<file path="src/rtl/dr_cmp_pkg.sv">
package dr_cmp_pkg;

    // One logical bit carried on two complementary wires.
    typedef struct packed {
        logic tr;
        logic fl;
    } rail_t;

    // A comparison verdict, also a complementary pair.
    typedef struct packed {
        logic dif;
        logic eq;
    } verdict_t;

    localparam verdict_t VERDICT_SAME = '{dif: 1'b0, eq: 1'b1};

    // Leaf: differ when the true rail of one operand meets the false rail of the other.
    function automatic verdict_t leaf_cmp(rail_t a, rail_t b);
        verdict_t v;
        v.dif = (a.tr & b.fl) | (a.fl & b.tr);
        v.eq  = (a.tr & b.tr) | (a.fl & b.fl);
        return v;
    endfunction

    // Merge: monotone in each rail so that a stuck line only moves toward non-code.
    function automatic verdict_t merge_cmp(verdict_t l, verdict_t r);
        verdict_t v;
        v.dif = l.dif | r.dif;
        v.eq  = l.eq & r.eq;
        return v;
    endfunction

endpackage

</file>
<file path="src/rtl/dr_cmp_leaf.sv">
module dr_cmp_leaf
    import dr_cmp_pkg::*;
(
    input  rail_t    op_a,
    input  rail_t    op_b,
    output verdict_t vout
);
    assign vout = leaf_cmp(op_a, op_b);
endmodule

</file>
<file path="src/rtl/dr_cmp_node.sv">
module dr_cmp_node
    import dr_cmp_pkg::*;
(
    input  verdict_t lhs,
    input  verdict_t rhs,
    output verdict_t vout
);
    assign vout = merge_cmp(lhs, rhs);
endmodule

</file>
<file path="src/rtl/dr_fault_tap.sv">
module dr_fault_tap #(
    parameter int IDX  = 2,
    parameter int SELW = 4
) (
    input  logic            raw,
    input  logic            en,
    input  logic [SELW-1:0] sel,
    input  logic            val,
    output logic            line
);
    localparam logic [SELW-1:0] MY_SEL = SELW'(IDX);
    assign line = (en && (sel == MY_SEL)) ? val : raw;
endmodule

</file>
<file path="src/rtl/dr_cmp_tree.sv">
module dr_cmp_tree
    import dr_cmp_pkg::*;
#(
    parameter  int N       = 8,
    parameter  bit REG_OUT = 1'b1,
    localparam int P       = 1 << $clog2(N),
    localparam int SELW    = $clog2(4 * P)
) (
    input  logic            clk,
    input  logic            rst,
    input  logic [N-1:0]    a_t,
    input  logic [N-1:0]    a_f,
    input  logic [N-1:0]    b_t,
    input  logic [N-1:0]    b_f,
    input  logic            flt_en,
    input  logic [SELW-1:0] flt_sel,
    input  logic            flt_val,
    output logic            res_diff,
    output logic            res_eq,
    output logic            res_err
);
    localparam int NODES = 2 * P - 1;

    // Heap-ordered rails: node k, children 2k and 2k+1, leaves at P..2P-1.
    logic [NODES:1] dif_raw, eq_raw;
    logic [NODES:1] dif_q, eq_q;

    // Leaves, with padding tied to the equal verdict.
    for (genvar i = 0; i < P; i++) begin : g_leaf
        if (i < N) begin : g_real
            verdict_t lv;
            dr_cmp_leaf u_leaf (
                .op_a('{tr: a_t[i], fl: a_f[i]}),
                .op_b('{tr: b_t[i], fl: b_f[i]}),
                .vout(lv)
            );
            assign dif_raw[P+i] = lv.dif;
            assign eq_raw[P+i]  = lv.eq;
        end else begin : g_pad
            assign dif_raw[P+i] = VERDICT_SAME.dif;
            assign eq_raw[P+i]  = VERDICT_SAME.eq;
        end
    end

    // Internal merge nodes.
    for (genvar k = 1; k < P; k++) begin : g_node
        verdict_t nv;
        dr_cmp_node u_node (
            .lhs ('{dif: dif_q[2*k],   eq: eq_q[2*k]}),
            .rhs ('{dif: dif_q[2*k+1], eq: eq_q[2*k+1]}),
            .vout(nv)
        );
        assign dif_raw[k] = nv.dif;
        assign eq_raw[k]  = nv.eq;
    end

    // Fault taps on every node output rail: index 2k is eq, 2k+1 is dif.
    for (genvar k = 1; k <= NODES; k++) begin : g_tap
        dr_fault_tap #(.IDX(2*k), .SELW(SELW)) u_tap_eq (
            .raw(eq_raw[k]), .en(flt_en), .sel(flt_sel), .val(flt_val), .line(eq_q[k])
        );
        dr_fault_tap #(.IDX(2*k+1), .SELW(SELW)) u_tap_dif (
            .raw(dif_raw[k]), .en(flt_en), .sel(flt_sel), .val(flt_val), .line(dif_q[k])
        );
    end

    // Output stage.
    if (REG_OUT) begin : g_reg
        verdict_t held;
        always_ff @(posedge clk) begin
            if (rst) held <= VERDICT_SAME;
            else     held <= '{dif: dif_q[1], eq: eq_q[1]};
        end
        assign res_diff = held.dif;
        assign res_eq   = held.eq;
    end else begin : g_comb
        assign res_diff = dif_q[1];
        assign res_eq   = eq_q[1];
    end

    assign res_err = ~(res_diff ^ res_eq);

endmodule

</file>
<file path="config.mk">
export PLATFORM = sky130hd
export DESIGN_NAME = dr_cmp_tree
export DESIGN_NICKNAME = d
export VERILOG_FILES = /design/src/rtl/dr_cmp_pkg.sv /design/src/rtl/dr_cmp_leaf.sv /design/src/rtl/dr_cmp_node.sv /design/src/rtl/dr_fault_tap.sv /design/src/rtl/dr_cmp_tree.sv
export SDC_FILE = /design/constraint.sdc
export NUM_CORES = 1
export LEC_CHECK = 0
export ABC_AREA = 1
export ABC_CLOCK_PERIOD_IN_PS = 1490
export BUFFER_PORTS_ARGS = -buffer_cell sky130_fd_sc_hd__buf_4
export CELL_PAD_IN_SITES_DETAIL_PLACEMENT = 0
export CELL_PAD_IN_SITES_GLOBAL_PLACEMENT = 1
export CORE_ASPECT_RATIO = 1.25
export CORE_MARGIN = 2
export CORE_UTILIZATION = 27
export DETAILED_ROUTE_END_ITERATION = 10
export PLACE_DENSITY = 0.86
export SYNTH_ARGS = -nofsm -noshare
export SYNTH_HDL_FRONTEND = slang
export SYNTH_SLANG_ARGS = --single-unit
</file>
<file path="constraint.sdc">
create_clock -name clk -period 1.49 [get_ports clk]
set_input_delay 0.298 -clock clk [delete_from_list [all_inputs] [get_ports clk]]
set_output_delay 0.298 -clock clk [all_outputs]
set_load 0.03 [all_outputs]
</file>
* Word-level counts from Yosys, hierarchy flattened
Index checks and enable logic that the tools add are counted.
Word-level totals: register bits 2, output and inout bits 3
Operators by class: equality and inequality tests 30, muxes and demuxes 30, bitwise gates (word level) 64, reductions and logical operators 30
Operator list (count):
- $eq 5x5->1 const B | 16
- $eq 5x4->1 const B | 8
- $and 1x1->1 | 39
- $logic_and 1x1->1 | 30
- $mux 1 | 30
- $or 1x1->1 | 23
- $eq 5x3->1 const B | 4
- $eq 5x2->1 const B | 2
- $not 1->1 | 1
- $xor 1x1->1 | 1

* Depth between registers and ports, before layout
Gate-level depths: netlist (run 1).
word-level depth 9, gate-level depth with buffers 13

* Modules after synthesis
From an unflattened synthesis (run 1), not the netlist that was laid out.
Unflattened totals: cells, all modules 424, area, all modules 1856.8 um^2
Modules (own cells, without submodules):
- dr_fault_tap at g_tap[10].u_tap_eq ... | times used 8, cells an instance 12, area an instance 50.0 um^2
- dr_fault_tap at g_tap[10].u_tap_dif ... | times used 6, cells an instance 13, area an instance 63.8 um^2
- dr_cmp_leaf | times used 8, cells an instance 6, area an instance 22.5 um^2
- dr_cmp_node | times used 7, cells an instance 5, area an instance 18.8 um^2
- dr_fault_tap at g_tap[14].u_tap_dif ... | times used 3, cells an instance 9, area an instance 40.0 um^2
- dr_fault_tap at g_tap[2].u_tap_eq ... | times used 3, cells an instance 8, area an instance 38.8 um^2
- dr_fault_tap at g_tap[14].u_tap_eq ... | times used 3, cells an instance 8, area an instance 36.3 um^2
- dr_fault_tap at g_tap[11].u_tap_dif ... | times used 2, cells an instance 13, area an instance 51.3 um^2
- dr_fault_tap at g_tap[8].u_tap_dif ... | times used 2, cells an instance 9, area an instance 42.5 um^2
- dr_cmp_tree | times used 1, cells an instance 10, area an instance 72.6 um^2
- dr_fault_tap at g_tap[1].u_tap_eq | times used 1, cells an instance 15, area an instance 61.3 um^2
- dr_fault_tap at g_tap[9].u_tap_dif | times used 1, cells an instance 14, area an instance 57.6 um^2
- dr_fault_tap at g_tap[15].u_tap_dif | times used 1, cells an instance 9, area an instance 37.5 um^2

* Least setup slack after synthesis (run 1)
No wires, ideal clock.
path kind register to output, start point register g_reg.held (netlist bit res_eq), end point output port res_err, data arrival time 0.985 ns, data required time 1.192 ns, slack 0.207 ns, stages on the path, launching flop included 2, cell sequence dfxtp_1 xnor2_1
Between the ends: longest elaborated chain between the ends 2
RTL lines:
- start, declared | line dr_cmp_tree.sv:69 | verdict_t held;
- start signal, assigned | line dr_cmp_tree.sv:72 | else held <= '{dif: dif_q[1], eq: eq_q[1]};
- $xor 1x1->1 | line dr_cmp_tree.sv:81 | assign res_err = ~(res_diff ^ res_eq);
- $not 1->1 | line dr_cmp_tree.sv:81
- end, declared | line dr_cmp_tree.sv:20 | output logic res_err
Every way passes these cells.

* Worst setup path in the final report (run 1)
start point input port flt_sel[3], end point register g_reg.held (netlist bit res_diff)
Between the ends: longest elaborated chain between the ends 9, elaborated cells on any way between the ends 52, classes of those cells eq/ne (15); mux (15); bitwise (7); reduce/logical (15)
RTL lines:
- start, declared | line dr_cmp_tree.sv:16 | input logic [SELW-1:0] flt_sel,
- $eq 5x5->1 | line dr_fault_tap.sv:12 | assign line = (en && (sel == MY_SEL)) ? val : raw;
- $logic_and 1x1->1 | line dr_fault_tap.sv:12
- $mux 1 | line dr_fault_tap.sv:12
- $or 1x1->1 | line dr_cmp_pkg.sv:28 | v.dif = l.dif | r.dif;
- $mux 1 | line dr_fault_tap.sv:12
- $or 1x1->1 | line dr_cmp_pkg.sv:28
- $mux 1 | line dr_fault_tap.sv:12
- $or 1x1->1 | line dr_cmp_pkg.sv:28
- $mux 1 * | line dr_fault_tap.sv:12
Mark *: on every way between the ends. The rest lies on a longest branch, timed or not. A chain may end at the register's enable or synchronous reset.

==> reports/metrics.sh, run 1 <==
SYNTHTOLAYOUTAREAGROWTH_PCT=44.9
YOSYS-TOP-CELLS-AREA='sky130_fd_sc_hd__nand2_1, sky130_fd_sc_hd__nand3_1, sky130_fd_sc_hd__inv_1, sky130_fd_sc_hd__nor2_1, sky130_fd_sc_hd__dfxtp_1'
SYNTH-ASYNC-RESET-RATIO_PCT=0
HPWLAFTERDP_UM=2200
REMAINING_DRCS=0
SYNTHESIS.AREA_SQ_UM=845
ITERATION_0_DRC_MARKERS=26
SYN_INST=184
CTS_TREE='yes'
PLACE.DETAILED.INSTANCES=262
VIAS_IN_THE_FIRST_GLOBAL_ROUTE=1091
WL_UM=2530
TIMING.HOLD.WORST_PATH_DEPTH=2
FMAXACHIEVABLE_GHz=0.802
YOSYSWARNINGS=0
MAX_CAP_VIOLATIONS=0
RSZ0062_AT_GRT='false'
IR_WORST_VDD_uV=233
WIRE_LENGTH_OF_THE_FIRST_GLOBAL_ROUTING_PASS_UM=4060
ANTENNA_DIODE_INSTANCE_COUNT=0
POST-SYNTH-TOP-COUNT-CELL='sky130_fd_sc_hd__nand2_1'
ANTENNA_VIOLATING_NETS_POST_ROUTE=0
FP.DIEW_UM=54.0
DOMINANTREGCELLSYNTH='sky130_fd_sc_hd__dfxtp_1'
SYNTH_SEQ_CELLS=2
CRITPATHLAUNCHTYPE='input port'
AREA.SEQUENTIAL_SQ_UM=40.0
SYNTH_TOP_AREA_CELL='sky130_fd_sc_hd__nand2_1'
TIGHTESTPINTRANSITION_NS=0.237
FINAL_MAX_TRAN_VIOLS=0
POST_CTS_BUFFERS=0
LAYOUT_WORST_PATH_CYCLE_SHARE_PCT=83.6
CTS_RESIZED=0
YS_SEQ_AREA_SHARE_PCT=4.74
MAXSLEWHEADROOM_PCT=84.1
LEFTOVER_OVERFLOW_AT_THE_END_OF_GLOBAL_ROUTING=0
FIN_SETUP_TNS_NS=0
MULTI_INPUT_COMB_AREA_SQ_UM=699
CP-END-KIND='flop'
CORE_AREA_SQ_UM=2970
CLOCKBUFFERDEPTH=2
HOLD_FIX_BUFFERS_AT_CTS=0
SYNTH.CELLS.MOST_FREQUENT='sky130_fd_sc_hd__nand2_1, sky130_fd_sc_hd__inv_1, sky130_fd_sc_hd__nor2_1'
EFFECTIVE_UTILIZATION_AT_FLOORPLAN_PCT=28.4
CTS_NUM_SINKS=2
CELLPOWERDENSITY_nW_PER_UM2=379
PATH_CLK_SLEW_NS=0.03
NNETSFINAL=272
GRT_ANTENNA_BEFORE_REPAIR=0
FIRSTDRTPASSITERS=4
RESULT_OF_THE_RUN='complete, no violations'
TOP_LEVEL_PORTS=44
DETAILROUTE.VIA_COUNT=1246
CLOCK_TREE.HTREE_LEVEL_COUNT=1
NUMBER_OF_SETUP_VIOLATIONS_IN_THE_FINAL_REPORT=0
CRITPATHARRIVALTIME_NS=1.36
SYNTHESIS.AREA_PER_INSTANCE_SQ_UM=4.59
IO_BUFFER_COUNT=43
PLACED_CELL_AREA_SQ_UM=1200
FINAL_CELL_AREA_SQ_UM=1220
CRITICAL_SETUP_PATH_KIND='in -> reg'
DESIGN.DIE.AREA_SQ_UM=3590
SYNTH.NET_COUNT=225
CRITICAL_PATH.MAX_FANOUT=7
YOSYS.CELL_TYPES.COUNT=23
SHARE_OF_THE_SYNTHESIZED_AREA_IN_THE_TOP_CELL_TYPE_PCT=43.1
CELLLEAKAGEPOWER_nW=0.718
WORST_EP_REQUIRED_TIME_NS=1.60
FINALHOLDVIOLATIONS=0
PATH_CLASS_OF_THE_LOWEST_SLACK_MIN_DELAY_PATH='in -> reg'
CLOCK_TREE.ROOT_CELL='sky130_fd_sc_hd__clkbuf_4'
GROUTE.USAGE.OVERALL_PCT=14.6
GP_CONGESTION=0.964
ROUTEDWLPERCELL_UM=9.56
FINALCRITICALPERIOD_NS=1.25
CTS_INSERTED_BUFFERS=3
VIASPERCELL=4.70
FP-ROW-COUNT=22
DIE_H_UM=66.5
SYNTH-EDFF-COUNT=0
FINAL-INSTANCE-COUNT-EXCL-FILL=265
N_FILL_CELL=359
PROPORTION_OF_LAYOUT_CELLS_WITH_A_DRIVE_SUFFIX_ABOVE_1_PCT=25.8
GRT_MAX_DEGREE=12
==> layer usage <==
layer	up-vias	GRT usage (%)	wire (um)
li1	666	-	-
met1	531	16.3	1020
met2	45	29.0	1360
met3	4	0	125
met4	0	3.75	32
met5	-	0	0
==> cells in the final DEF (no fill, tap or decap), drive strengths merged <==
master | netlist | routed
nand3b | 1 | 1
nor2 | 22 | 22
nand2 | 98 | 98
buf | 3 | 45
o22ai | 3 | 3
a21oi | 2 | 2
nand4 | 2 | 2
inv | 21 | 21
o211ai | 1 | 1
dfxtp | 2 | 2
or2 | 1 | 1
xnor2 | 1 | 1
a21boi | 1 | 1
a22o | 3 | 3
clkbuf | 0 | 3
nand3 | 15 | 15
o21ai | 8 | 8
==> stage by stage <==
step / utilization (%) / power, W / hold WS, ns / setup WS (ns)
after floorplan: - / 0.000217 / 0.360 / 0.207
after global placement: 40.4 / 0.000351 / 0.464 / 0.000731
after detailed placement: 40.4 / 0.000349 / 0.463 / 0.0136
after CTS: 41.2 / 0.000473 / 0.228 / 0.240
after global routing: 41.2 / 0.000512 / 0.229 / 0.0434
final: 41.2 / 0.000464 / 0.236 / 0.244
==> critical path, stage by stage <==
cell and delay [ns]:
sky130_fd_sc_hd__buf_4 0.14, sky130_fd_sc_hd__inv_1 0.09, sky130_fd_sc_hd__nand2_1 0.11, sky130_fd_sc_hd__nor2_1 0.20
sky130_fd_sc_hd__nand2_1 0.07, sky130_fd_sc_hd__nand2_1 0.06, sky130_fd_sc_hd__nand2_1 0.06, sky130_fd_sc_hd__nand2_1 0.06
sky130_fd_sc_hd__nand2_1 0.04, sky130_fd_sc_hd__nand2_1 0.05, sky130_fd_sc_hd__nand2_1 0.05, sky130_fd_sc_hd__nand2_1 0.07
sky130_fd_sc_hd__a21oi_2 0.05
==> sequential cells by signal (all words and copies together) (netlist names) <==
| register | count |
|---|---|
| res_diff | 1 |
| res_eq | 1 |
==> layout make-up <==
type	count	area share, %
multi-input combinational	158	57.2
timing repair buffer	45	27.6
inverter	21	6.44
tap	36	3.68
sequential	2	3.27
clock buffer	3	1.84
==> where the power goes <==
part           leakage, nW  switching, W  internal (W)
clock network       0.0138     0.0000279     0.0000886
logic                0.688      0.000151      0.000138
registers           0.0169    0.00000200     0.0000574
==> cell families after synthesis <==
logic type | share of synthesized area (%)
xor gates and xnor gates | 1.04
AOI/OAI and AO/OA | 13.5
buffers and inverters | 12.4
and+or+nand+nor | 68.3
DFF | 4.74
==> final timing paths <==
check	startpoint	slack, ns	to
worst max-delay path	flt_sel[3]	0.24	res_diff$_SDFF_PP0_
worst min-delay path	rst	0.24	res_diff$_SDFF_PP0_
(Power assumes the default switching activity.)
==> run 2: changes to the inputs <==
ABC_CLOCK_PERIOD_IN_PS = 1100   (was 1490)
CORE_UTILIZATION = 24   (was 27)
PLACE_DENSITY = 0.81   (was 0.86)
clock period = 1.1 ns   (was 1.49 ns; I/O delays follow)
==> run 2 against run 1 <==
Effect of this change: via count grew 5.2%; sequential power grew 38%; core utilization grew 6.9 points; first-iteration DRC count is 50% higher; routed wire length increased by 13%; critical path depth down 11; setup slack worse by 0.21 ns.
==> reports/metrics.sh, run 2 (synthesis gave the netlist of run 1 again) <==
PLACED_CELL_AREA_SQ_UM=1370  # +14%
LAYOUT_COMMON_CELLS='sky130_fd_sc_hd__nand2_1, sky130_fd_sc_hd__buf_4, sky130_fd_sc_hd__nand3_1, sky130_fd_sc_hd__nand2_2, sky130_fd_sc_hd__inv_1'
IR_WORST_VDD_uV=402  # +72%
EFFECTIVE_UTILIZATION_AT_FLOORPLAN_PCT=24.7  # -3.7 points
CELLLEAKAGEPOWER_nW=0.882  # +23%
PATH_CLASS_OF_THE_LOWEST_SLACK_MIN_DELAY_PATH='in -> reg'
DP_WORST_SETUP_SLACK_NS=-0.287  # -0.300 ns
SWSHARE_PCT=35.7  # -3.2 points
HOLD_WS_NS=0.175  # -0.0601 ns
LEFTOVER_OVERFLOW_AT_THE_END_OF_GLOBAL_ROUTING=0  # unchanged
FINAL_CELL_AREA_SQ_UM=1640  # +34%
TIMING.CRITICAL_PATH.CELLS='xnor2_2 -> buf_6'
VIAS_IN_THE_FIRST_GLOBAL_ROUTE=1251  # +15%
RESULT_OF_THE_RUN='complete, no violations'
FINISHED_CORE_UTIL_PCT=48.0  # +6.9 points
MAX_CAP_VIOLATIONS=0  # unchanged
CLOCK_TREE.HTREE_LEVEL_COUNT=1  # unchanged
PATH_CLK_SLEW_NS=0.03  # about the same
DETAILROUTE.VIA_COUNT=1311  # +5.2%
LAYOUT.CELLS.MOST_COMMON='sky130_fd_sc_hd__nand2_1'
ITERATION_0_DRC_MARKERS=39  # +50%
IO_BUFFER_COUNT=43  # unchanged
RSZ0062_AT_GRT='true'
CLOCKBUFFERDEPTH=2  # unchanged
FIRSTDRTPASSITERS=4  # unchanged
CP-END-KIND='output pin'
DESIGN.DIE.AREA_SQ_UM=4010  # +12%
GRT_MAX_DEGREE=8  # -4
CRITICAL_SETUP_PATH_KIND='reg -> out'
WORST_PATH_MAX_DELAY_CELL='sky130_fd_sc_hd__dfxtp_1'
DESIGN_POWER_TOTAL_W=0.000905  # +95%
ANTENNA_DIODE_INSTANCE_COUNT=0  # unchanged
GP_CONGESTION=0.890  # -7.7%
FP-ROW-COUNT=24  # +9.1%
TOP_LEVEL_PORTS=44  # unchanged
TIMING.CRITICAL_PATH.SLOWEST_CELL_DELAY_NS=0.36  # +0.16 ns
CTS_INSERTED_BUFFERS=3  # unchanged
FMAXACHIEVABLE_GHz=0.942
SYNTHTOLAYOUTAREAGROWTH_PCT=94.7
DIE_H_UM=70.3  # +5.7%
MAXSLEWHEADROOM_PCT=87.8  # +3.6 points
MULTI_INPUT_COMB_AREA_SQ_UM=857  # +23%
WORST_EP_REQUIRED_TIME_NS=0.88  # -0.72 ns
LAYOUT_WORST_PATH_CYCLE_SHARE_PCT=96.5
CLOCK_TREE.ROOT_CELL='sky130_fd_sc_hd__clkbuf_8'
GROUTE.USAGE.OVERALL_PCT=15.0  # +0.44 points
PROPORTION_OF_LAYOUT_CELLS_WITH_A_DRIVE_SUFFIX_ABOVE_1_PCT=45.6  # +20 points
FIN_WS_NS=0.0388  # -0.205 ns
REMAINING_DRCS=0  # unchanged
FINALCRITICALPERIOD_NS=1.06
P_INT_W=0.000582  # +110%
FP.DIEW_UM=57.1  # +5.6%
HPWLAFTERDP_UM=2410  # +9.2%
CELLPOWERDENSITY_nW_PER_UM2=551  # +45%
SHARE_SEQ_OF_TOTAL_POWER_PCT=9.1  # -3.7 points
N_FILL_CELL=366  # +1.9%
WORSTSETUPENDPOINT='res_err'
AREA.SEQUENTIAL_SQ_UM=40.0  # unchanged
CORE_AREA_SQ_UM=3420  # +15%
GRT_ANTENNA_BEFORE_REPAIR=0  # unchanged
TIGHTESTPINTRANSITION_NS=0.184  # -0.0533 ns
NUMBER_OF_SETUP_VIOLATIONS_IN_THE_FINAL_REPORT=0  # unchanged
CTS_TREE='yes'
ROUTEDWLPERCELL_UM=9.93  # +3.9%
POWER.CLOCK.FRACTION_PCT=31.1  # +6.0 points
NNETSFINAL=293  # +7.7%
COMB_POWER_SHARE_PCT=59.8  # -2.3 points
WIRE_LENGTH_OF_THE_FIRST_GLOBAL_ROUTING_PASS_UM=4970  # +22%
FINAL_MAX_TRAN_VIOLS=0  # unchanged
WL_UM=2870  # +13%
VIASPERCELL=4.54  # -3.5%
CTS_NUM_SINKS=2  # unchanged
CRITPATHARRIVALTIME_NS=0.84  # -0.52 ns
CRITPATHLAUNCHTYPE='flop'
ANTENNA_VIOLATING_NETS_POST_ROUTE=0  # unchanged
CRITICAL_PATH.MAX_FANOUT=2  # -5
NETSWITCHINGPOWER_W=0.000323  # +79%
FINALHOLDVIOLATIONS=0  # unchanged
CRIT_PATH_START='res_eq$_SDFF_PP1_'
run 2: per-layer routing:
layer / part of all wire, % / routed length, um / GRT usage (%)
met1: 38 / 1080 / 16.9
met2: 57 / 1630 / 29.1
met3: 3.7 / 107 / 0.926
met4: 1.9 / 55 / 4.39
met5: 0 / 0 / 0
run 2: stage by stage:
stage	instances	TNS (ns)
floorplan	184	0
finish	289	0
global route	289	-0.0757
detailed placement	282	-0.520
CTS	286	0
global placement	282	-0.516
run 2: timing repair:
| action | 4_1_cts | 5_1_grt |
|---|---|---|
| endpoints found under the setup margin | 2 | 3 |
| hold buffers | 0 | 0 |
| pin swaps | 2 | 19 |
| gates resized for setup | 6 | 59 |
| buffers inserted | 1 | 3 |
run 2: worst min path at each step:
stage,startpoint,endpoint,slack (ns),depth (start not counted)
detailed placement,rst,res_diff$_SDFF_PP0_,0.39,2
finish,rst,res_diff$_SDFF_PP0_,0.18,2
floorplan,rst,res_diff$_SDFF_PP0_,0.28,1
CTS,rst,res_diff$_SDFF_PP0_,0.17,2
global route,rst,res_diff$_SDFF_PP0_,0.18,2
global placement,rst,res_diff$_SDFF_PP0_,0.39,2
run 2: cell type report:
type                    count  share of cell area, %
multi-input cells         158                   52.1
inverters                  21                   6.62
well taps                  39                   2.97
clock buffers               3                   2.51
flip-flops and latches      2                   2.44
repair buffers             66                   33.3
run 2: power groups by stage:
stage          logic, W  registers (W)  clock network, W
2_1_floorplan  0.000221      0.0000918                 0
3_3_place_gp   0.000446      0.0000830                 0
3_5_place_dp   0.000446      0.0000831                 0
4_1_cts        0.000457      0.0000823          0.000289
5_1_grt        0.000597      0.0000828          0.000294
6_report       0.000541      0.0000821          0.000282
run 2: worst max-delay path: cells and delay by family (launching register included):
family | cells | cell delay, ns
buf+inv | 1 | 0.15
xor+xnor | 1 | 0.13
flops | 1 | 0.36
